`src/rtl/bsplit_pkg.sv`:
```
package bsplit_pkg;

    typedef enum logic [1:0] {
        ST_IDLE,
        ST_WAIT_REQ,
        ST_BEAT,
        ST_FINISH
    } bsplit_state_e;

    localparam logic [1:0] TR_IDLE   = 2'b00;
    localparam logic [1:0] TR_NONSEQ = 2'b10;
    localparam logic [1:0] TR_SEQ    = 2'b11;

    localparam logic [2:0] BU_SINGLE = 3'b000;
    localparam logic [2:0] BU_INCR   = 3'b001;
    localparam logic [2:0] BU_INCR4  = 3'b011;
    localparam logic [2:0] BU_INCR8  = 3'b101;
    localparam logic [2:0] BU_INCR16 = 3'b111;

endpackage

```
`src/rtl/bsplit_xact_len.sv`:
```
module bsplit_xact_len #(
    parameter int LW = 16,
    parameter int CW = 8
) (
    input  logic [LW-1:0] rem_beats,
    input  logic          periph,
    input  logic          chunked,
    input  logic [CW-1:0] chunk_beats,
    output logic [LW-1:0] unit_beats
);
    logic [LW-1:0] chunk_ext;

    always_comb begin
        chunk_ext = (chunk_beats == '0) ? LW'(1) : LW'(chunk_beats);
        if (!periph) begin
            unit_beats = rem_beats;
        end else if (!chunked) begin
            unit_beats = LW'(1);
        end else if (chunk_ext < rem_beats) begin
            unit_beats = chunk_ext;
        end else begin
            unit_beats = rem_beats;
        end
    end
endmodule

```
`src/rtl/bsplit_burst_pick.sv`:
```
module bsplit_burst_pick #(
    parameter int LW        = 16,
    parameter int MAX_BURST = 16,
    localparam int BW       = $clog2(MAX_BURST + 1)
) (
    input  logic [LW-1:0] unit_left,
    output logic [BW-1:0] run_len,
    output logic [2:0]    run_code
);
    import bsplit_pkg::*;

    logic [2:0] burst_code;

    generate
        if (MAX_BURST == 16) begin : g_incr16
            assign burst_code = BU_INCR16;
        end else if (MAX_BURST == 8) begin : g_incr8
            assign burst_code = BU_INCR8;
        end else if (MAX_BURST == 4) begin : g_incr4
            assign burst_code = BU_INCR4;
        end else begin : g_incr
            assign burst_code = BU_INCR;
        end
    endgenerate

    always_comb begin
        if (unit_left >= LW'(MAX_BURST)) begin
            run_len  = BW'(MAX_BURST);
            run_code = burst_code;
        end else begin
            run_len  = BW'(1);
            run_code = BU_SINGLE;
        end
    end
endmodule

```
`src/rtl/bsplit_addr_step.sv`:
```
module bsplit_addr_step #(
    parameter int AW = 32
) (
    input  logic [AW-1:0] addr_cur,
    input  logic [2:0]    size_code,
    output logic [AW-1:0] addr_next
);
    always_comb begin
        addr_next = addr_cur + (AW'(1) << size_code);
    end
endmodule

```
`src/rtl/burst_splitter.sv`:
```
module burst_splitter #(
    parameter int AW        = 32,
    parameter int LW        = 16,
    parameter int CW        = 8,
    parameter int MAX_BURST = 16,
    localparam int BW       = $clog2(MAX_BURST + 1)
) (
    input  logic          clk,
    input  logic          rst_n,
    input  logic          start,
    input  logic [AW-1:0] start_addr,
    input  logic [LW-1:0] beat_count,
    input  logic [2:0]    beat_size,
    input  logic          periph_mode,
    input  logic          chunk_mode,
    input  logic [CW-1:0] chunk_beats,
    input  logic          periph_req,
    output logic          periph_ack,
    output logic          busy,
    output logic          done,
    output logic [AW-1:0] haddr,
    output logic [1:0]    htrans,
    output logic [2:0]    hburst,
    output logic [2:0]    hsize,
    input  logic          hready
);
    import bsplit_pkg::*;

    bsplit_state_e state_q, state_d;

    logic [AW-1:0] addr_q;
    logic [LW-1:0] rem_q;
    logic [LW-1:0] unit_q;
    logic [BW-1:0] run_q;
    logic [2:0]    kind_q;
    logic [2:0]    size_q;
    logic          periph_q;
    logic          chunked_q;
    logic [CW-1:0] chunk_q;
    logic          ack_q;

    logic [LW-1:0] xact_len;
    logic [BW-1:0] pick_len;
    logic [2:0]    pick_code;
    logic [AW-1:0] addr_nx;
    logic          accept;
    logic          first_beat;

    bsplit_xact_len #(.LW(LW), .CW(CW)) u_xact (
        .rem_beats   (rem_q),
        .periph      (periph_q),
        .chunked     (chunked_q),
        .chunk_beats (chunk_q),
        .unit_beats  (xact_len)
    );

    bsplit_burst_pick #(.LW(LW), .MAX_BURST(MAX_BURST)) u_pick (
        .unit_left (unit_q),
        .run_len   (pick_len),
        .run_code  (pick_code)
    );

    bsplit_addr_step #(.AW(AW)) u_step (
        .addr_cur  (addr_q),
        .size_code (size_q),
        .addr_next (addr_nx)
    );

    assign first_beat = (run_q == '0);
    assign accept     = (state_q == ST_BEAT) && hready;

    // next-state logic
    always_comb begin
        state_d = state_q;
        unique case (state_q)
            ST_IDLE: begin
                if (start) begin
                    if (beat_count == '0)   state_d = ST_FINISH;
                    else if (periph_mode)   state_d = ST_WAIT_REQ;
                    else                    state_d = ST_BEAT;
                end
            end
            ST_WAIT_REQ: begin
                if (periph_req && !ack_q) state_d = ST_BEAT;
            end
            ST_BEAT: begin
                if (accept) begin
                    if (rem_q == LW'(1))                   state_d = ST_FINISH;
                    else if (periph_q && unit_q == LW'(1)) state_d = ST_WAIT_REQ;
                end
            end
            ST_FINISH: state_d = ST_IDLE;
            default:   state_d = ST_IDLE;
        endcase
    end

    // state register
    always_ff @(posedge clk or negedge rst_n) begin
        if (!rst_n) state_q <= ST_IDLE;
        else        state_q <= state_d;
    end

    // datapath registers
    always_ff @(posedge clk or negedge rst_n) begin
        if (!rst_n) begin
            addr_q    <= '0;
            rem_q     <= '0;
            unit_q    <= '0;
            run_q     <= '0;
            kind_q    <= BU_SINGLE;
            size_q    <= '0;
            periph_q  <= 1'b0;
            chunked_q <= 1'b0;
            chunk_q   <= '0;
            ack_q     <= 1'b0;
        end else begin
            ack_q <= 1'b0;
            if (state_q == ST_IDLE && start) begin
                addr_q    <= start_addr;
                rem_q     <= beat_count;
                unit_q    <= beat_count;
                run_q     <= '0;
                size_q    <= beat_size;
                periph_q  <= periph_mode;
                chunked_q <= chunk_mode;
                chunk_q   <= chunk_beats;
            end else if (state_q == ST_WAIT_REQ && periph_req && !ack_q) begin
                unit_q <= xact_len;
                run_q  <= '0;
            end else if (accept) begin
                addr_q <= addr_nx;
                rem_q  <= rem_q - LW'(1);
                unit_q <= unit_q - LW'(1);
                if (first_beat) begin
                    run_q  <= pick_len - BW'(1);
                    kind_q <= pick_code;
                end else begin
                    run_q <= run_q - BW'(1);
                end
                ack_q <= periph_q && (unit_q == LW'(1));
            end
        end
    end

    // outputs
    always_comb begin
        haddr      = addr_q;
        hsize      = size_q;
        periph_ack = ack_q;
        busy       = (state_q != ST_IDLE);
        done       = (state_q == ST_FINISH);
        htrans     = TR_IDLE;
        hburst     = BU_SINGLE;
        if (state_q == ST_BEAT) begin
            htrans = first_beat ? TR_NONSEQ : TR_SEQ;
            hburst = first_beat ? pick_code : kind_q;
        end
    end

    // burst length tracker for the burst cap check
    logic [LW-1:0] seen_run;
    always_ff @(posedge clk or negedge rst_n) begin
        if (!rst_n) begin
            seen_run <= '0;
        end else if (htrans != TR_IDLE && hready) begin
            if (htrans == TR_NONSEQ) seen_run <= LW'(1);
            else                     seen_run <= seen_run + LW'(1);
        end
    end

    a_r3_burst_cap: assert property (@(posedge clk) disable iff (!rst_n)
        seen_run <= LW'(MAX_BURST));

    a_r5_stall_hold: assert property (@(posedge clk) disable iff (!rst_n)
        (htrans != TR_IDLE && !hready) |=>
        (haddr == $past(haddr) && htrans == $past(htrans) && hburst == $past(hburst)));

    a_r4_addr_step: assert property (@(posedge clk) disable iff (!rst_n)
        (htrans != TR_IDLE && hready && rem_q > LW'(1)) |=>
        (haddr == $past(haddr) + (AW'(1) << hsize)));

    a_r6_wait_no_access: assert property (@(posedge clk) disable iff (!rst_n)
        (state_q == ST_WAIT_REQ && !periph_req) |=> (htrans == TR_IDLE));

    a_r1_zero_len: assert property (@(posedge clk) disable iff (!rst_n)
        (state_q == ST_IDLE && start && beat_count == '0) |=> (done && htrans == TR_IDLE));

    a_r9_done_pulse: assert property (@(posedge clk) disable iff (!rst_n)
        done |=> !done);

    a_r7_ack_pulse: assert property (@(posedge clk) disable iff (!rst_n)
        periph_ack |=> !periph_ack);

    a_r2_mem_no_ack: assert property (@(posedge clk) disable iff (!rst_n)
        (busy && !periph_q) |-> !periph_ack);

endmodule

```
`config.mk`:
```
export PLATFORM = sky130hd
export DESIGN_NAME = burst_splitter
export DESIGN_NICKNAME = d
export VERILOG_FILES = /design/src/rtl/bsplit_pkg.sv /design/src/rtl/bsplit_xact_len.sv /design/src/rtl/bsplit_burst_pick.sv /design/src/rtl/bsplit_addr_step.sv /design/src/rtl/burst_splitter.sv
export SDC_FILE = /design/constraint.sdc
export NUM_CORES = 1
export LEC_CHECK = 0
export BUFFER_PORTS_ARGS = -buffer_cell sky130_fd_sc_hd__buf_2
export CORE_MARGIN = 1
export CORE_UTILIZATION = 45
export DETAILED_ROUTE_END_ITERATION = 8
export GPL_TIMING_DRIVEN = 0
export PLACE_DENSITY = 0.7
export REMOVE_ABC_BUFFERS = 1
export SLEW_MARGIN = 10
export SYNTH_ARGS = -nofsm -noshare
export SYNTH_HDL_FRONTEND = slang
export SYNTH_SLANG_ARGS = --single-unit
```
`constraint.sdc`:
```
create_clock -name clk -period 2.5 [get_ports clk]
set_input_delay 0.25 -clock clk [delete_from_list [all_inputs] [get_ports clk]]
set_output_delay 0.25 -clock clk [all_outputs]
set_load 0.01 [all_outputs]
```
### Word level (Yosys, flattened, before mapping)

Cells that the tools add are included.

* bits in registers: 88
* output and inout port bits: 43
* input bits: 66

* bitwise gates (word level): 2
* muxes and demuxes: 34
* magnitude comparators: 2
* reductions and logical operators: 17
* equal/unequal tests: 10
* add/subtract/negate cells: 5
* shift operators: 1

Operators with widths (count)
* $mux 16: 9
* $mux 32: 3
* $add 32x32->32: 1
* $eq 16x1->1 const B: 2
* $shl 1x3->32 const A: 1
* $sub 16x1->16 const B: 2
* $mux 5: 5
* $ge 16x5->1 const B: 1
* $logic_not 16->1: 1
* $lt 16x16->1: 1
* $mux 2: 8
* $sub 5x1->5 const B: 2
* $mux 3: 3
* $logic_not 8->1: 1
* $mux 8: 1
* $ne 2x2->1 const B: 4
* $pmux 2 s4: 1
* $logic_and 1x1->1: 6
* $logic_not 5->1: 1
* $eq 2x2->1 const B: 2
* $mux 1: 4
* $reduce_and 4->1: 1
* $reduce_bool 2->1: 2
* $ne 3x1->1 const B: 1
* 7 further kinds: 8

### Logic depth before layout (Yosys ltp)

* depth in word-level cells: 8
* mapped depth: 12
* gate-level depth less buffers: 10

### Modules after synthesis

Synthesis repeated with hierarchy kept, for this count alone.

* cells, all modules: 756
* area total of the unflattened synthesis: 6246.0 sq um

By module, submodules not included
* burst_splitter: instances 1, cells an instance 534, area each 4613.2 sq um, sequential area each 2202.1 sq um
* bsplit_addr_step: instances 1, cells an instance 132, area each 988.4 sq um, sequential area each 0.0 sq um
* bsplit_xact_len: instances 1, cells an instance 78, area each 559.3 sq um, sequential area each 0.0 sq um
* bsplit_burst_pick: instances 1, cells an instance 12, area each 85.1 sq um, sequential area each 0.0 sq um

### Worst setup path before layout

Ideal clock, no wire load.

* path type: flip-flop to flip-flop
* start: register size_q[1] (netlist: hsize[1])
* end: register addr_q[28] (netlist: haddr[28])
* required time: 2.418 ns
* arrival: 2.654 ns
* buffers on the path: 1
* path slack: -0.236 ns
* stages on the path, launching flop included: 12
* clock period less this slack: 2.736 ns
* path through: dfrtp_1 -> clkbuf_1 -> nor3_1 -> ha_1 -> inv_1 -> fa_1 -> nor2b_1 -> o21a_1 -> o21ai_0 -> a21o_1 -> or4_1 -> a31oi_1

* longest elaborated chain between the ends: 5

RTL lines
* start: declaration: line burst_splitter.sv:36 `logic [2:0] size_q;`
* start signal: assignment: line burst_splitter.sv:123 `size_q <= beat_size;`
* $shl 1x3->32: line bsplit_addr_step.sv:9 `addr_next = addr_cur + (AW'(1) << size_code);`
* $add 32x32->32: line bsplit_addr_step.sv:9
* $mux 32: line burst_splitter.sv:130 `end else if (accept) begin`
* $mux 32: line burst_splitter.sv:127 `end else if (state_q == ST_WAIT_REQ && periph_req && !ack_q) begin`
* $mux 32: line burst_splitter.sv:118 `if (state_q == ST_IDLE && start) begin`
* end signal: assignment: line burst_splitter.sv:119 `addr_q <= start_addr;`
* end signal: assignment: line burst_splitter.sv:131 `addr_q <= addr_nx;`
* end: declaration: line burst_splitter.sv:31 `logic [AW-1:0] addr_q;`

Every way passes these cells. The select of a mux whose other input is x is not followed.
A chain may end at the register's enable or synchronous reset.

### Final worst setup path

Ends and elaborated chain as after synthesis.

==> impl_metrics.json <==
{
  "clockRootBuffer": "clkbuf_16",
  "rr_startpoint": "hsize[1]",
  "clock.fmax_mhz": 394,
  "hold_violations": 0,
  "post-route-period-util_pct": 101,
  "drtIter0Drc": 463,
  "rsz0062_at_grt": "true",
  "drv_slew": 0,
  "crit_required_ps": 2770,
  "port-buffer-count": 108,
  "ys.flop_type": "dfrtp_1",
  "antenna_found_initial": 0,
  "core_um2": 12200,
  "fp.dieW_um": 114,
  "startpoint_type": "register",
  "design.die.area_um2": 13000,
  "setup_ws_ps": -35.7,
  "grt_max_degree": 61,
  "globalplace.congestion": 0.815,
  "synthToLayoutAreaGrowth_pct": 25.7,
  "peakVddDrop_uv": 468,
  "place_area_um2": 6370,
  "cts.sinks": 88,
  "r2r-end": "haddr[28]",
  "viasPerCell": 5.77,
  "first_pass_iters": 5,
  "synth_cells": 671,
  "final_util_pct": 58.6,
  "hp-start": "chunk_beats[5]",
  "power_mw": 8.57,
  "grt_pass1_wl_mm": 27.4,
  "cts_tree": "done",
  "clk_latency_ps": 350,
  "drc": 0,
  "crit_fanout": 3,
  "wl_per_cell_um": 17.2,
  "ys_ff_latch": 88,
  "cts-buffers-inserted": 9,
  "cap_violations": 0,
  "vias": 5561,
  "grt_pass1_vias": 5604,
  "antennaDiodeCount": 0,
  "arrival_ps": 2810,
  "ys_types": 68,
  "routed_wl_mm": 16.6,
  "cts.path.max_buffers": 2,
  "synth_seq_area_share_pct": 38.9,
  "globalRouteTotalUtil_pct": 26.7,
  "start_util_pct": 46.6,
  "power.density_nw_per_um2": 1200,
  "dp_hpwl_mm": 11.1,
  "synth-async-reset-ratio_pct": 100,
  "setup_viol_count_final": 5,
  "path_class": "reg2reg",
  "h-tree-depth": 3,
  "layout.nets": 877,
  "ios": 109,
  "overflow": 0,
  "relSlewSlack_pct": 50.5,
  "cts.clk_slew.worst_paths_ps": 60,
  "worst_pin_slew_ps": 740,
  "ys_warn_count": 0,
  "holdPathStages": 3,
  "fin_area_um2": 7120,
  "die_y_um": 114,
  "netlist_area_um2": 5670,
  "min_path_type": "in2reg",
  "synth-edff-count": 0,
  "violations": "negative setup slack",
  "fin_crit_ps": 2540,
  "ant_nets": 0,
  "rows": 40,
  "r2r_cells": 11,
  "synth_area_per_cell_um2": 8.45,
  "cp-end-kind": "register",
  "status": "complete, but fails checks",
  "hold_path_end": "chunk_q[5]",
  "r2r_setup_slack_ps": -40,
  "fin_worst_skew_ps": 7.24,
  "fin_setup_tns_ps": -85.6,
  "leakagePower_nw": 3.02,
  "drive_gt1_share_pct": 27.0
}
[critical path, cell delays in order, from the launching register on]
cell,delay (ps)
dfrtp_2,420
nor3_2,180
ha_2,210
inv_2,40
fa_2,340
nor2b_2,140
o21a_1,190
o21ai_4,80
buf_6,140
a21o_1,160
or4_1,390
a31oi_1,170
[synth_stat cells (9+ instances only)]
library cell	n	area, µm²
a211oi_1	9	67.6
a21oi_1	55	275
a31oi_1	9	56.3
clkbuf_1	29	109
dfrtp_1	88	2200
ha_1	20	250
inv_1	23	86.3
nand2_1	106	398
nand3_1	16	80.1
nor2_1	61	229
nor3_1	12	60.1
nor4_1	16	100
o21a_1	9	67.6
o21ai_0	45	225
o22ai_1	13	81.3
xnor2_1	32	280
xor2_1	15	131
[per-stage QoR]
stage               hold WS (ps)  std cells  setup WS (ps)
floorplan                  -45.6        633           -873
global placement             442        909          -2370
detailed placement           304        916           -517
CTS                         84.8        958           -135
global route                92.1        963           -173
finish                      91.9        963          -35.7
[cell usage in the layout (no fill, tap or decap), types with 9 or more instances in the layout]
cell type	instances
buf_2	108
nand2_1	104
dfrtp_1	83
nor2_1	58
a21oi_1	54
o21ai_0	42
xnor2_1	32
buf_4	29
inv_1	22
ha_1	19
nand3_1	16
nor4_1	15
xor2_1	15
o22ai_1	13
nor3_1	10
o21a_1	9
a31oi_1	9
clkbuf_16	9
[timing repair]
action	4_1_cts	5_1_grt
pin swaps	13	9
gates cloned	1	1
endpoints found under the setup margin	55	46
hold buffers	1	0
gates resized for setup	29	18
buffers inserted	24	4
endpoints found under the hold margin	44	0
[cell families after synthesis]
| group | after synthesis | synth area share (%) |
|---|---|---|
| buffers and inverters | 61 | 4.46 |
| flip-flops | 88 | 38.9 |
| adder cells (fa/ha/maj) | 21 | 4.77 |
| AO/OA/AOI/OAI | 185 | 21.0 |
| multiplexers | 1 | 0.177 |
| XOR/XNOR | 47 | 7.26 |
| AND/OR/NAND/NOR | 268 | 23.5 |
[registers in the layout, indices dropped and copies added (netlist names)]
signal      flops
periph_q        1
chunked_q       1
unit_q         16
chunk_q         8
kind_q          3
run_q           5
haddr          32
state_q         2
rem_q          16
periph_ack      1
hsize           3
[how the worst max path moves through the flow]
stage | startpoint | end | slack (ps) | cells past startpoint
after floorplan | state_q[1] | unit_q[15] | -870 | 6
after global placement | state_q[1] | unit_q[15] | -2370 | 6
after detailed placement | state_q[1] | haddr[31] | -520 | 6
after CTS | hsize[1] | haddr[31] | -130 | 9
after global routing | hsize[1] | haddr[28] | -170 | 11
final | hsize[1] | haddr[28] | -40 | 11
[power by group]
part	total, mW	switching, mW	internal (mW)
clock network	1.39	0.564	0.827
logic	4.21	2.38	1.83
registers	2.97	0.864	2.10
total	8.57	3.81	4.77
[layout make-up]
| type | count | area, µm² |
|---|---|---|
| Clock buffer | 13 | 260 |
| Clock inverter | 3 | 40.0 |
| Fill cell | 1076 | 5040 |
| Inverter | 23 | 86.3 |
| Multi-Input combinational cell | 524 | 3450 |
| Sequential cell | 88 | 2210 |
| Tap cell | 168 | 210 |
| Timing Repair Buffer | 144 | 868 |
[per-layer routing]
layer	share of wire [%]	track usage (%)	vias up
met1	45	35.4	2694
met4	2.0	10.8	0
li1	-	-	2633
met5	0	0	-
met3	5.6	5.13	30
met2	47	42.9	204
No activity file was read; power rests on OpenSTA's default activity.
